`src/rtl/memmap_pkg.sv`:
```
// Shared types and constants for the memory-map configuration block.
// Assumes a byte-wide register interface and 4 kB SRAM blocks.
package memmap_pkg;

    typedef enum logic [1:0] {
        SRAM_TOP_LOW = 2'b00,
        SRAM_ZERO    = 2'b01,
        SRAM_HIGH    = 2'b10,
        SRAM_UNIFIED = 2'b11
    } sram_mode_e;

    typedef struct packed {
        sram_mode_e sram;
        logic       can_hi;
        logic       merged_ce;
    } mm_cfg_t;

    localparam logic [7:0] KEY_FIRST  = 8'hAA;
    localparam logic [7:0] KEY_SECOND = 8'h55;

    // Pack the configuration fields into their readable byte image.
    function automatic logic [7:0] cfg_to_byte(input mm_cfg_t c);
        return {c.sram, c.can_hi, 1'b1, c.merged_ce, 3'b000};
    endfunction

endpackage

```
`src/rtl/mm_unlock.sv`:
```
// Timed-access sequencer: a first key followed on the next cycle by a second
// key, both written to the unlock address, opens a window of WIN_CYCLES
// cycles. Any write while the window is open closes it.
// Assumes wr_en is one cycle per write.
module mm_unlock #(
    parameter int         REG_AW      = 8,
    parameter logic [7:0] UNLOCK_ADDR = 8'h22,
    parameter int         WIN_CYCLES  = 4
) (
    input  logic              clk,
    input  logic              rst_n,
    input  logic              wr_en,
    input  logic [REG_AW-1:0] wr_addr,
    input  logic [7:0]        wr_data,
    output logic              win_open
);
    import memmap_pkg::*;

    localparam int CNT_W = $clog2(WIN_CYCLES + 1);

    logic             key1_seen;
    logic [CNT_W-1:0] win_cnt;
    logic             at_unlock;

    assign at_unlock = wr_en && (wr_addr == REG_AW'(UNLOCK_ADDR));

    // Track the key sequence and count down the open window.
    always_ff @(posedge clk) begin
        if (!rst_n) begin
            key1_seen <= 1'b0;
            win_cnt   <= '0;
        end else begin
            key1_seen <= at_unlock && (wr_data == KEY_FIRST);
            if (at_unlock && wr_data == KEY_FIRST) begin
                win_cnt <= '0;
            end else if (at_unlock && key1_seen && wr_data == KEY_SECOND) begin
                win_cnt <= CNT_W'(WIN_CYCLES);
            end else if (wr_en) begin
                win_cnt <= '0;
            end else if (win_cnt != '0) begin
                win_cnt <= win_cnt - 1'b1;
            end
        end
    end

    assign win_open = (win_cnt != '0);

endmodule

```
`src/rtl/mm_regs.sv`:
```
// Configuration and stack-mode registers with the mode interlock.
// Writes land only while win_open is high. Unified SRAM mode and the wide
// stack bit can never be 1 together; a conflicting field is left unchanged.
module mm_regs #(
    parameter int         REG_AW   = 8,
    parameter logic [7:0] CFG_ADDR = 8'h20,
    parameter logic [7:0] STK_ADDR = 8'h21
) (
    input  logic                 clk,
    input  logic                 rst_n,
    input  logic                 wr_en,
    input  logic [REG_AW-1:0]    wr_addr,
    input  logic [7:0]           wr_data,
    input  logic                 win_open,
    output memmap_pkg::mm_cfg_t  cfg,
    output logic                 wide_stack
);
    import memmap_pkg::*;

    logic       cfg_wr;
    logic       stk_wr;
    sram_mode_e new_mode;

    assign cfg_wr   = wr_en && win_open && (wr_addr == REG_AW'(CFG_ADDR));
    assign stk_wr   = wr_en && win_open && (wr_addr == REG_AW'(STK_ADDR));
    assign new_mode = sram_mode_e'(wr_data[7:6]);

    // Configuration register update, with the SRAM-mode half of the interlock.
    always_ff @(posedge clk) begin
        if (!rst_n) begin
            cfg.sram      <= SRAM_TOP_LOW;
            cfg.can_hi    <= 1'b0;
            cfg.merged_ce <= 1'b0;
        end else if (cfg_wr) begin
            cfg.can_hi    <= wr_data[5];
            cfg.merged_ce <= wr_data[3];
            if (!(new_mode == SRAM_UNIFIED && wide_stack)) begin
                cfg.sram <= new_mode;
            end
        end
    end

    // Stack-mode bit update, with the stack half of the interlock.
    always_ff @(posedge clk) begin
        if (!rst_n) begin
            wide_stack <= 1'b0;
        end else if (stk_wr) begin
            wide_stack <= wr_data[0] && (cfg.sram != SRAM_UNIFIED);
        end
    end

endmodule

```
`src/rtl/mm_decode.sv`:
```
// Combinational address decode: SRAM data/program selects, CAN buffer
// selects and the external strobe choice. Assumes 4 kB SRAM blocks and
// 256-byte CAN pages placed consecutively from a base page.
module mm_decode #(
    parameter int          ADDR_W      = 24,
    parameter int          NUM_CAN     = 2,
    parameter logic [11:0] SRAM_BLK_TOP  = 12'h00F,
    parameter logic [11:0] SRAM_BLK_ZERO = 12'h000,
    parameter logic [11:0] SRAM_BLK_HIGH = 12'h400,
    parameter logic [15:0] CAN_PAGE_LO = 16'h00EE,
    parameter logic [15:0] CAN_PAGE_HI = 16'h4010
) (
    input  memmap_pkg::mm_cfg_t cfg,
    input  logic                bus_req,
    input  logic                bus_fetch,
    input  logic                bus_rd,
    input  logic [ADDR_W-1:0]   bus_addr,
    input  logic                ce_port_en,
    output logic                sram_data_sel,
    output logic                sram_code_sel,
    output logic [NUM_CAN-1:0]  can_sel,
    output logic                ext_rd_stb,
    output logic                ext_psen_stb
);
    import memmap_pkg::*;

    localparam int BLK_W  = ADDR_W - 12;
    localparam int PAGE_W = ADDR_W - 8;

    logic [BLK_W-1:0]  blk;
    logic [PAGE_W-1:0] page;
    logic [BLK_W-1:0]  sram_blk;
    logic [PAGE_W-1:0] can_base;
    logic              data_acc;
    logic              int_hit;
    logic              merged_eff;

    assign blk      = bus_addr[ADDR_W-1:12];
    assign page     = bus_addr[ADDR_W-1:8];
    assign data_acc = bus_req && !bus_fetch;

    // Pick the SRAM block number from the mode field.
    always_comb begin
        unique case (cfg.sram)
            SRAM_TOP_LOW: sram_blk = BLK_W'(SRAM_BLK_TOP);
            SRAM_ZERO:    sram_blk = BLK_W'(SRAM_BLK_ZERO);
            default:      sram_blk = BLK_W'(SRAM_BLK_HIGH);
        endcase
    end

    assign can_base = cfg.can_hi ? PAGE_W'(CAN_PAGE_HI) : PAGE_W'(CAN_PAGE_LO);

    assign sram_data_sel = data_acc && (blk == sram_blk);
    assign sram_code_sel = bus_req && bus_fetch && (cfg.sram == SRAM_UNIFIED)
                           && (blk == BLK_W'(SRAM_BLK_HIGH));

    // One consecutive 256-byte page per CAN buffer.
    for (genvar i = 0; i < NUM_CAN; i++) begin : g_can
        assign can_sel[i] = data_acc && (page == can_base + PAGE_W'(i));
    end

    assign int_hit    = sram_data_sel || (|can_sel);
    assign merged_eff = cfg.merged_ce && ce_port_en;

    // Route misses to the external strobes.
    always_comb begin
        ext_rd_stb   = 1'b0;
        ext_psen_stb = 1'b0;
        if (bus_req) begin
            if (bus_fetch) begin
                ext_psen_stb = !sram_code_sel;
            end else if (bus_rd && !int_hit) begin
                ext_psen_stb = merged_eff;
                ext_rd_stb   = !merged_eff;
            end
        end
    end

endmodule

```
`src/rtl/memmap_cfg.sv`:
```
// Top of the memory-map configuration block: timed-access sequencer,
// interlocked registers, read-back mux and address decode.
// Assumes a single register port shared by reads and writes of one master.
module memmap_cfg #(
    parameter int         ADDR_W      = 24,
    parameter int         REG_AW      = 8,
    parameter int         NUM_CAN     = 2,
    parameter int         WIN_CYCLES  = 4,
    parameter logic [7:0] CFG_ADDR    = 8'h20,
    parameter logic [7:0] STK_ADDR    = 8'h21,
    parameter logic [7:0] UNLOCK_ADDR = 8'h22
) (
    input  logic               clk,
    input  logic               rst_n,
    input  logic               wr_en,
    input  logic [REG_AW-1:0]  wr_addr,
    input  logic [7:0]         wr_data,
    input  logic [REG_AW-1:0]  rd_addr,
    output logic [7:0]         rd_data,
    input  logic               bus_req,
    input  logic               bus_fetch,
    input  logic               bus_rd,
    input  logic [ADDR_W-1:0]  bus_addr,
    input  logic               ce_port_en,
    output logic               wide_stack,
    output logic               sram_data_sel,
    output logic               sram_code_sel,
    output logic [NUM_CAN-1:0] can_sel,
    output logic               ext_rd_stb,
    output logic               ext_psen_stb
);
    import memmap_pkg::*;

    logic    win_open;
    mm_cfg_t cfg;
    logic [7:0] cfg_byte;

    mm_unlock #(
        .REG_AW     (REG_AW),
        .UNLOCK_ADDR(UNLOCK_ADDR),
        .WIN_CYCLES (WIN_CYCLES)
    ) u_unlock (
        .clk     (clk),
        .rst_n   (rst_n),
        .wr_en   (wr_en),
        .wr_addr (wr_addr),
        .wr_data (wr_data),
        .win_open(win_open)
    );

    mm_regs #(
        .REG_AW  (REG_AW),
        .CFG_ADDR(CFG_ADDR),
        .STK_ADDR(STK_ADDR)
    ) u_regs (
        .clk       (clk),
        .rst_n     (rst_n),
        .wr_en     (wr_en),
        .wr_addr   (wr_addr),
        .wr_data   (wr_data),
        .win_open  (win_open),
        .cfg       (cfg),
        .wide_stack(wide_stack)
    );

    assign cfg_byte = cfg_to_byte(cfg);

    // Read-back mux; unmapped addresses read zero.
    always_comb begin
        if (rd_addr == REG_AW'(CFG_ADDR)) begin
            rd_data = cfg_byte;
        end else if (rd_addr == REG_AW'(STK_ADDR)) begin
            rd_data = {7'b0, wide_stack};
        end else begin
            rd_data = 8'h00;
        end
    end

    mm_decode #(
        .ADDR_W (ADDR_W),
        .NUM_CAN(NUM_CAN)
    ) u_decode (
        .cfg          (cfg),
        .bus_req      (bus_req),
        .bus_fetch    (bus_fetch),
        .bus_rd       (bus_rd),
        .bus_addr     (bus_addr),
        .ce_port_en   (ce_port_en),
        .sram_data_sel(sram_data_sel),
        .sram_code_sel(sram_code_sel),
        .can_sel      (can_sel),
        .ext_rd_stb   (ext_rd_stb),
        .ext_psen_stb (ext_psen_stb)
    );

endmodule

```
`config.mk`:
```
export PLATFORM = sky130hd
export DESIGN_NAME = memmap_cfg
export DESIGN_NICKNAME = d
export VERILOG_FILES = /design/src/rtl/memmap_pkg.sv /design/src/rtl/mm_unlock.sv /design/src/rtl/mm_regs.sv /design/src/rtl/mm_decode.sv /design/src/rtl/memmap_cfg.sv
export SDC_FILE = /design/constraint.sdc
export NUM_CORES = 1
export LEC_CHECK = 0
export CAP_MARGIN = 0
export CORE_UTILIZATION = 45
export DETAILED_ROUTE_END_ITERATION = 16
export DONT_BUFFER_PORTS = 1
export PLACE_DENSITY_LB_ADDON = 0.3
export SLEW_MARGIN = 20
export SYNTH_ARGS = -nofsm -noshare
export SYNTH_HDL_FRONTEND = slang
export SYNTH_HIERARCHICAL = 1
export SYNTH_SLANG_ARGS = --single-unit
```
`constraint.sdc`:
```
create_clock -name clk -period 2.79 [get_ports clk]
set_input_delay 0.279 -clock clk [delete_from_list [all_inputs] [get_ports clk]]
set_output_delay 0.279 -clock clk [all_outputs]
set_load 0.01 [all_outputs]
```
# Word level (Yosys, flattened, before mapping)
# Index checks and enable logic that the tools add are counted.
[word_totals]
out_inout_bits = 15
latch_bits = 0
memories = 0
inputBits = 55
wordCells = 69
mem_bits_rw = 0
register_bits = 9
romBits = 0
[classes]
div = 0
shifts = 0
n_addsub = 2
n_mul = 0
bitwise_logic = 2
mux = 13
reduce_logical = 30
n_eq_ne = 15
n_lt_le_gt_ge = 0
[op_table]
columns = ["operator", "count"]
rows = [
  ["equality test 8 x 6 -> 1 bit, second input constant", 5],
  ["equality test 16 bit", 2],
  ["one-hot mux 11 bit (2 select lines)", 1],
  ["logical AND 1 bit", 18],
  ["adder 16 x 1 -> 16 bit, second input constant", 1],
  ["2-to-1 mux 15 bit", 1],
  ["equality test 12 x 11 -> 1 bit", 1],
  ["equality test 12 x 11 -> 1 bit, second input constant", 1],
  ["2-to-1 mux 3 bit", 3],
  ["equality test 8 x 7 -> 1 bit, second input constant", 1],
  ["equality test 8 bit, second input constant", 1],
  ["2-to-1 mux 8 bit", 1],
  ["2-to-1 mux 1 bit", 7],
  ["nonzero test 3 bit", 2],
  ["equality test 2 bit, second input constant", 2],
  ["zero test 1 bit", 4],
  ["OR reduction 2 bit", 2],
  ["OR reduction 4 bit", 1],
  ["subtractor 3 x 1 -> 3 bit, second input constant", 1],
  ["equality test 2 x 1 -> 1 bit, second input constant", 1],
  ["zero test 2 bit", 1],
  ["!= test 2 bit, second input constant", 1],
  ["inverter 1 bit", 2],
  ["AND reduction 2 bit", 1],
  ["logical OR 1 bit", 1],
]

# Logic depth before layout (Yosys ltp)
[logic_depth]
word_depth = 11
mapped_depth = 6
ltp_nobuf = 6

# Modules after synthesis
# The synthesis kept the hierarchy.
[by_module_without_submodules]
columns = ["module", "n_inst", "cells_per_inst", "area_each_um2", "seq_area_each_um2"]
rows = [
  ["mm_unlock", 1, 28, 282.8, 80.1],
  ["mm_regs", 1, 21, 261.5, 100.1],
  ["mm_decode", 1, 32, 215.2, 0.0],
  ["memmap_cfg", 1, 17, 127.6, 0.0],
]

# Worst setup path after synthesis
# OpenSTA, ideal clock, no wires.
[synth_timing]
path_type = "input to output"
start = "in bus_addr[13]"
end = "out ext_psen_stb"
arrival_ns = 1.644
n_path_buf = 0
setup_slack_ns = 0.867
path_stages = 5
required_ns = 2.511
path_cell_list = "or4_4 > o32a_1 > or4_4 > o211ai_2 > o21ai_2"
[synth_via]
elab_chain_len = 9
word_cells_on_any_way = 16
cone_classes = "eq/ne (4); mux (3); reduce/logical (9)"
[synth_rtl]
columns = ["item", "line", "rtl"]
rows = [
  ["from (decl)", "memmap_cfg.sv:23", "input logic [ADDR_W-1:0] bus_addr,"],
  ["equality test 16 bit", "mm_decode.sv:59", "assign can_sel[i] = data_acc && (page == can_base + PAGE_W'(i));"],
  ["logical AND 1 bit", "mm_decode.sv:59", ""],
  ["OR reduction 2 bit", "mm_decode.sv:62", "assign int_hit = sram_data_sel || (|can_sel);"],
  ["logical OR 1 bit", "mm_decode.sv:62", ""],
  ["zero test 1 bit", "mm_decode.sv:72", "end else if (bus_rd && !int_hit) begin"],
  ["logical AND 1 bit", "mm_decode.sv:72", ""],
  ["2-to-1 mux 1 bit", "mm_decode.sv:72", ""],
  ["2-to-1 mux 1 bit (*)", "mm_decode.sv:70", "if (bus_fetch) begin"],
  ["2-to-1 mux 1 bit (*)", "mm_decode.sv:69", "if (bus_req) begin"],
  ["to (decl)", "memmap_cfg.sv:30", "output logic ext_psen_stb"],
]
# Mark *: on every way between the ends. The rest lies on a longest branch, timed or not.

# Worst setup path after layout
[layout_timing]
start = "reg u_regs/cfg[1] (netlist name)"
end = "out can_sel[1]"
[layout_via]
elab_chain_len = 4
[layout_rtl]
columns = ["item", "line", "rtl"]
rows = [
  ["2-to-1 mux 15 bit", "mm_decode.sv:51", "assign can_base = cfg.can_hi ? PAGE_W'(CAN_PAGE_HI) : PAGE_W'(CAN_PAGE_LO);"],
  ["adder 16 x 1 -> 16 bit", "mm_decode.sv:59", ""],
  ["equality test 16 bit", "mm_decode.sv:59", ""],
  ["logical AND 1 bit", "mm_decode.sv:59", ""],
  ["to (decl)", "memmap_cfg.sv:28", "output logic [NUM_CAN-1:0] can_sel,"],
]
# No other way between the ends.

==> reports/metrics.cfg <==
[status]
status = completed

[timing]
worstMarginPinSlew_ns = 0.520
layout_worst_path_cycle_share = 0.743
fin_crit_ns = 2.07
clock_skew_ns = 0.00430
rsz0062_at_grt = false
drv_slew = 0
finalHoldViolations = 0
setup_tns_ns = 0
final.setup.worst_slack_ns = 0.716
setup_viol = 0
timing.fmax_mhz = 482
worst_slew_margin_rel = 0.650
whs_ns = 0.0949

[route]
ant_nets = 0
via_per_inst = 6.32
drt-wirelength-per-cell_um = 14.0
drc = 0
first_pass_iters = 4
drt_iter0_markers = 8
routed-via-count = 790
wirelength_um = 1760

[power]
leakagePower_nw = 0.326
irDropWorstVdd_uv = 225
power_density_nw_per_um2 = 273

[critical_path]
slowest_stage = or4_1
crit_chain = nor4bb_1 -> a31oi_1 -> or4_1 -> nor2_1
cp.depth = 4
critical_path_arrival_ns = 1.79
cp_num_buf_inv = 0
crit_required_ns = 2.51
critPathLaunchType = register
critPathKind = register to output port
crit_path_end_kind = output port
slowest_delay_ns = 0.54
path_delay_family = simple AND/OR/NAND/NOR gates
reg2reg_depth = 6
path_max_fanout = 6

[floorplanning]
core_area_um2 = 1780
initial_core_util = 0.498
io_pins = 70
placementRows = 15
die_w_um = 46.4
die-area_um2 = 2150
dieHeight_um = 46.4

[synth]
postSynthCellCount = 98
synth_area_leaders = dfxtp_1 (20%), nor3_2 (5.6%), nor4b_4 (5.4%), nor4bb_1 (4.5%), inv_1 (4.2%)
ys_seq_elements = 9
yosys_warnings = 6
synthArstFlopShare = 0
yosys.area.top_type = dfxtp_1
synth_area_um2 = 887
synth_top_area_frac = 0.203
yosys-top-cells-count = inv_1 (10), dfxtp_1 (9), nand2_1 (6), nor2_1 (6), nor3_2 (5)
synth-seq-area-share = 0.203
synth_cell_types = 45
synth-edff-count = 0
yosysMostFrequentCell = inv_1
avgSynthCellArea_um2 = 9.05
ys.flop_type = dfxtp_1

[grt]
grt_max_degree = 11
grt_pass1_vias = 656
grt_pass1_wl_um = 2550
grt_usage = 0.162
overflow = 0
antenna_found_initial = 0

[clock_tree]
clock_latency_ns = 0.25
htree_levels = 1
cts_hold_buf = 0
numCtsBuffers = 3
clk_root_buffer_cell = clkbuf_4
postCtsSetupRepairBufs = 0
path_clk_slew_ns = 0.06
cts.sinks = 9
cts_resized = 0
clock_path_buffers = 2
cts_tree = yes

[placed_design]
pre_cts_ws_ns = 0.816
io_buffers = 0
placed_area_um2 = 896
hpwl_um = 1490
gp_congestion = 0.685

[final_layout]
fillers = 175
final_util = 0.517
design_area_um2 = 922
drive_gt1_frac = 0.170
finalNetCount = 158
diodes = 0
areaGrowthSynthToFinish_pct = 3.95

[worst_hold_path]
whs_path_depth = 1
hold_path.class = input pin to register

[flow_run]
max-cap-violations = 0

==> logic make-up after synthesis <==
kind of cell | share of synthesized area
simple gates | 0.502
flops | 0.203
fa+ha+maj | 0.0282
other cells | 0.00423
compound gates | 0.137
mux | 0.0339
xor+xnor | 0.0197
buf+inv | 0.0719
==> through the flow <==
step	instances	total power, mW
4_1_cts	125	0.255
5_1_grt	125	0.266
6_report	125	0.252
3_5_place_dp	121	0.158
2_1_floorplan	99	0.159
3_3_place_gp	121	0.158
==> routing by layer <==
layer	vias up	wire (µm)	track usage
met1	371	785	0.217
met4	0	0	0.0529
li1	379	-	-
met3	0	143	0.0510
met5	-	0	0
met2	40	827	0.244
==> area by class of cell <==
| cell class | count | area (µm²) | area share |
|---|---|---|---|
| clock buffers | 4 | 26.3 | 0.0285 |
| flip-flops and latches | 9 | 180 | 0.195 |
| well taps | 25 | 31.3 | 0.0339 |
| inverters | 10 | 37.5 | 0.0407 |
| multi-input cells | 77 | 647 | 0.701 |
==> path summary, 6_finish.rpt <==
check	from	end	slack, ns
setup / recovery	u_regs/cfg[1]$_SDFFE_PN0P_	can_sel[1]	0.72
hold / removal	wr_en	u_unlock/win_cnt[0]$_SDFFE_PP0P_	0.09
setup reg to reg	u_unlock/win_cnt[0]$_SDFFE_PP0P_	u_regs/cfg[3]$_SDFFE_PN0P_	1.38
hold reg to reg	u_unlock/win_cnt[1]$_SDFFE_PP0P_	u_unlock/win_cnt[1]$_SDFFE_PP0P_	0.49
==> worst reg2reg max path, delay by kind of cell, from the launching register on <==
family                   cells  cell delay, ns
AND/OR/NAND/NOR              2            0.39
buffers and inverters        1            0.07
flip-flops                   1            0.34
adder cells (fa/ha/maj)      1            0.21
AO/OA/AOI/OAI                2            0.34
==> sequential cells by signal (all words and copies together) (netlist names) <==
signal / flops
u_regs/cfg: 4
u_unlock/win_cnt: 3
u_regs/wide_stack: 1
u_unlock/key1_seen: 1
==> cell usage in the layout, fill, tap and decap left out, types with 2 or more instances in the layout <==
cell type  count
a21oi_1        2
clkbuf_4       3
conb_1         2
dfxtp_1        9
ha_1           2
inv_1         10
mux2i_1        3
nand2_1        6
nand3_1        3
nand3b_1       2
nand4_1        2
nor2_1         6
nor2b_1        2
nor3_1         2
nor3_2         5
nor3b_1        3
nor4_1         2
nor4b_4        2
nor4bb_1       4
o221a_1        2
o32a_1         2
or4_1          2
or4_4          2
==> power by group <==
part / switching (mW) / internal, mW
Clock: 0.0410 / 0.0548
Sequential: 0.0000358 / 0.129
Combinational: 0.0113 / 0.0157
No activity file was read; power rests on OpenSTA's default activity.
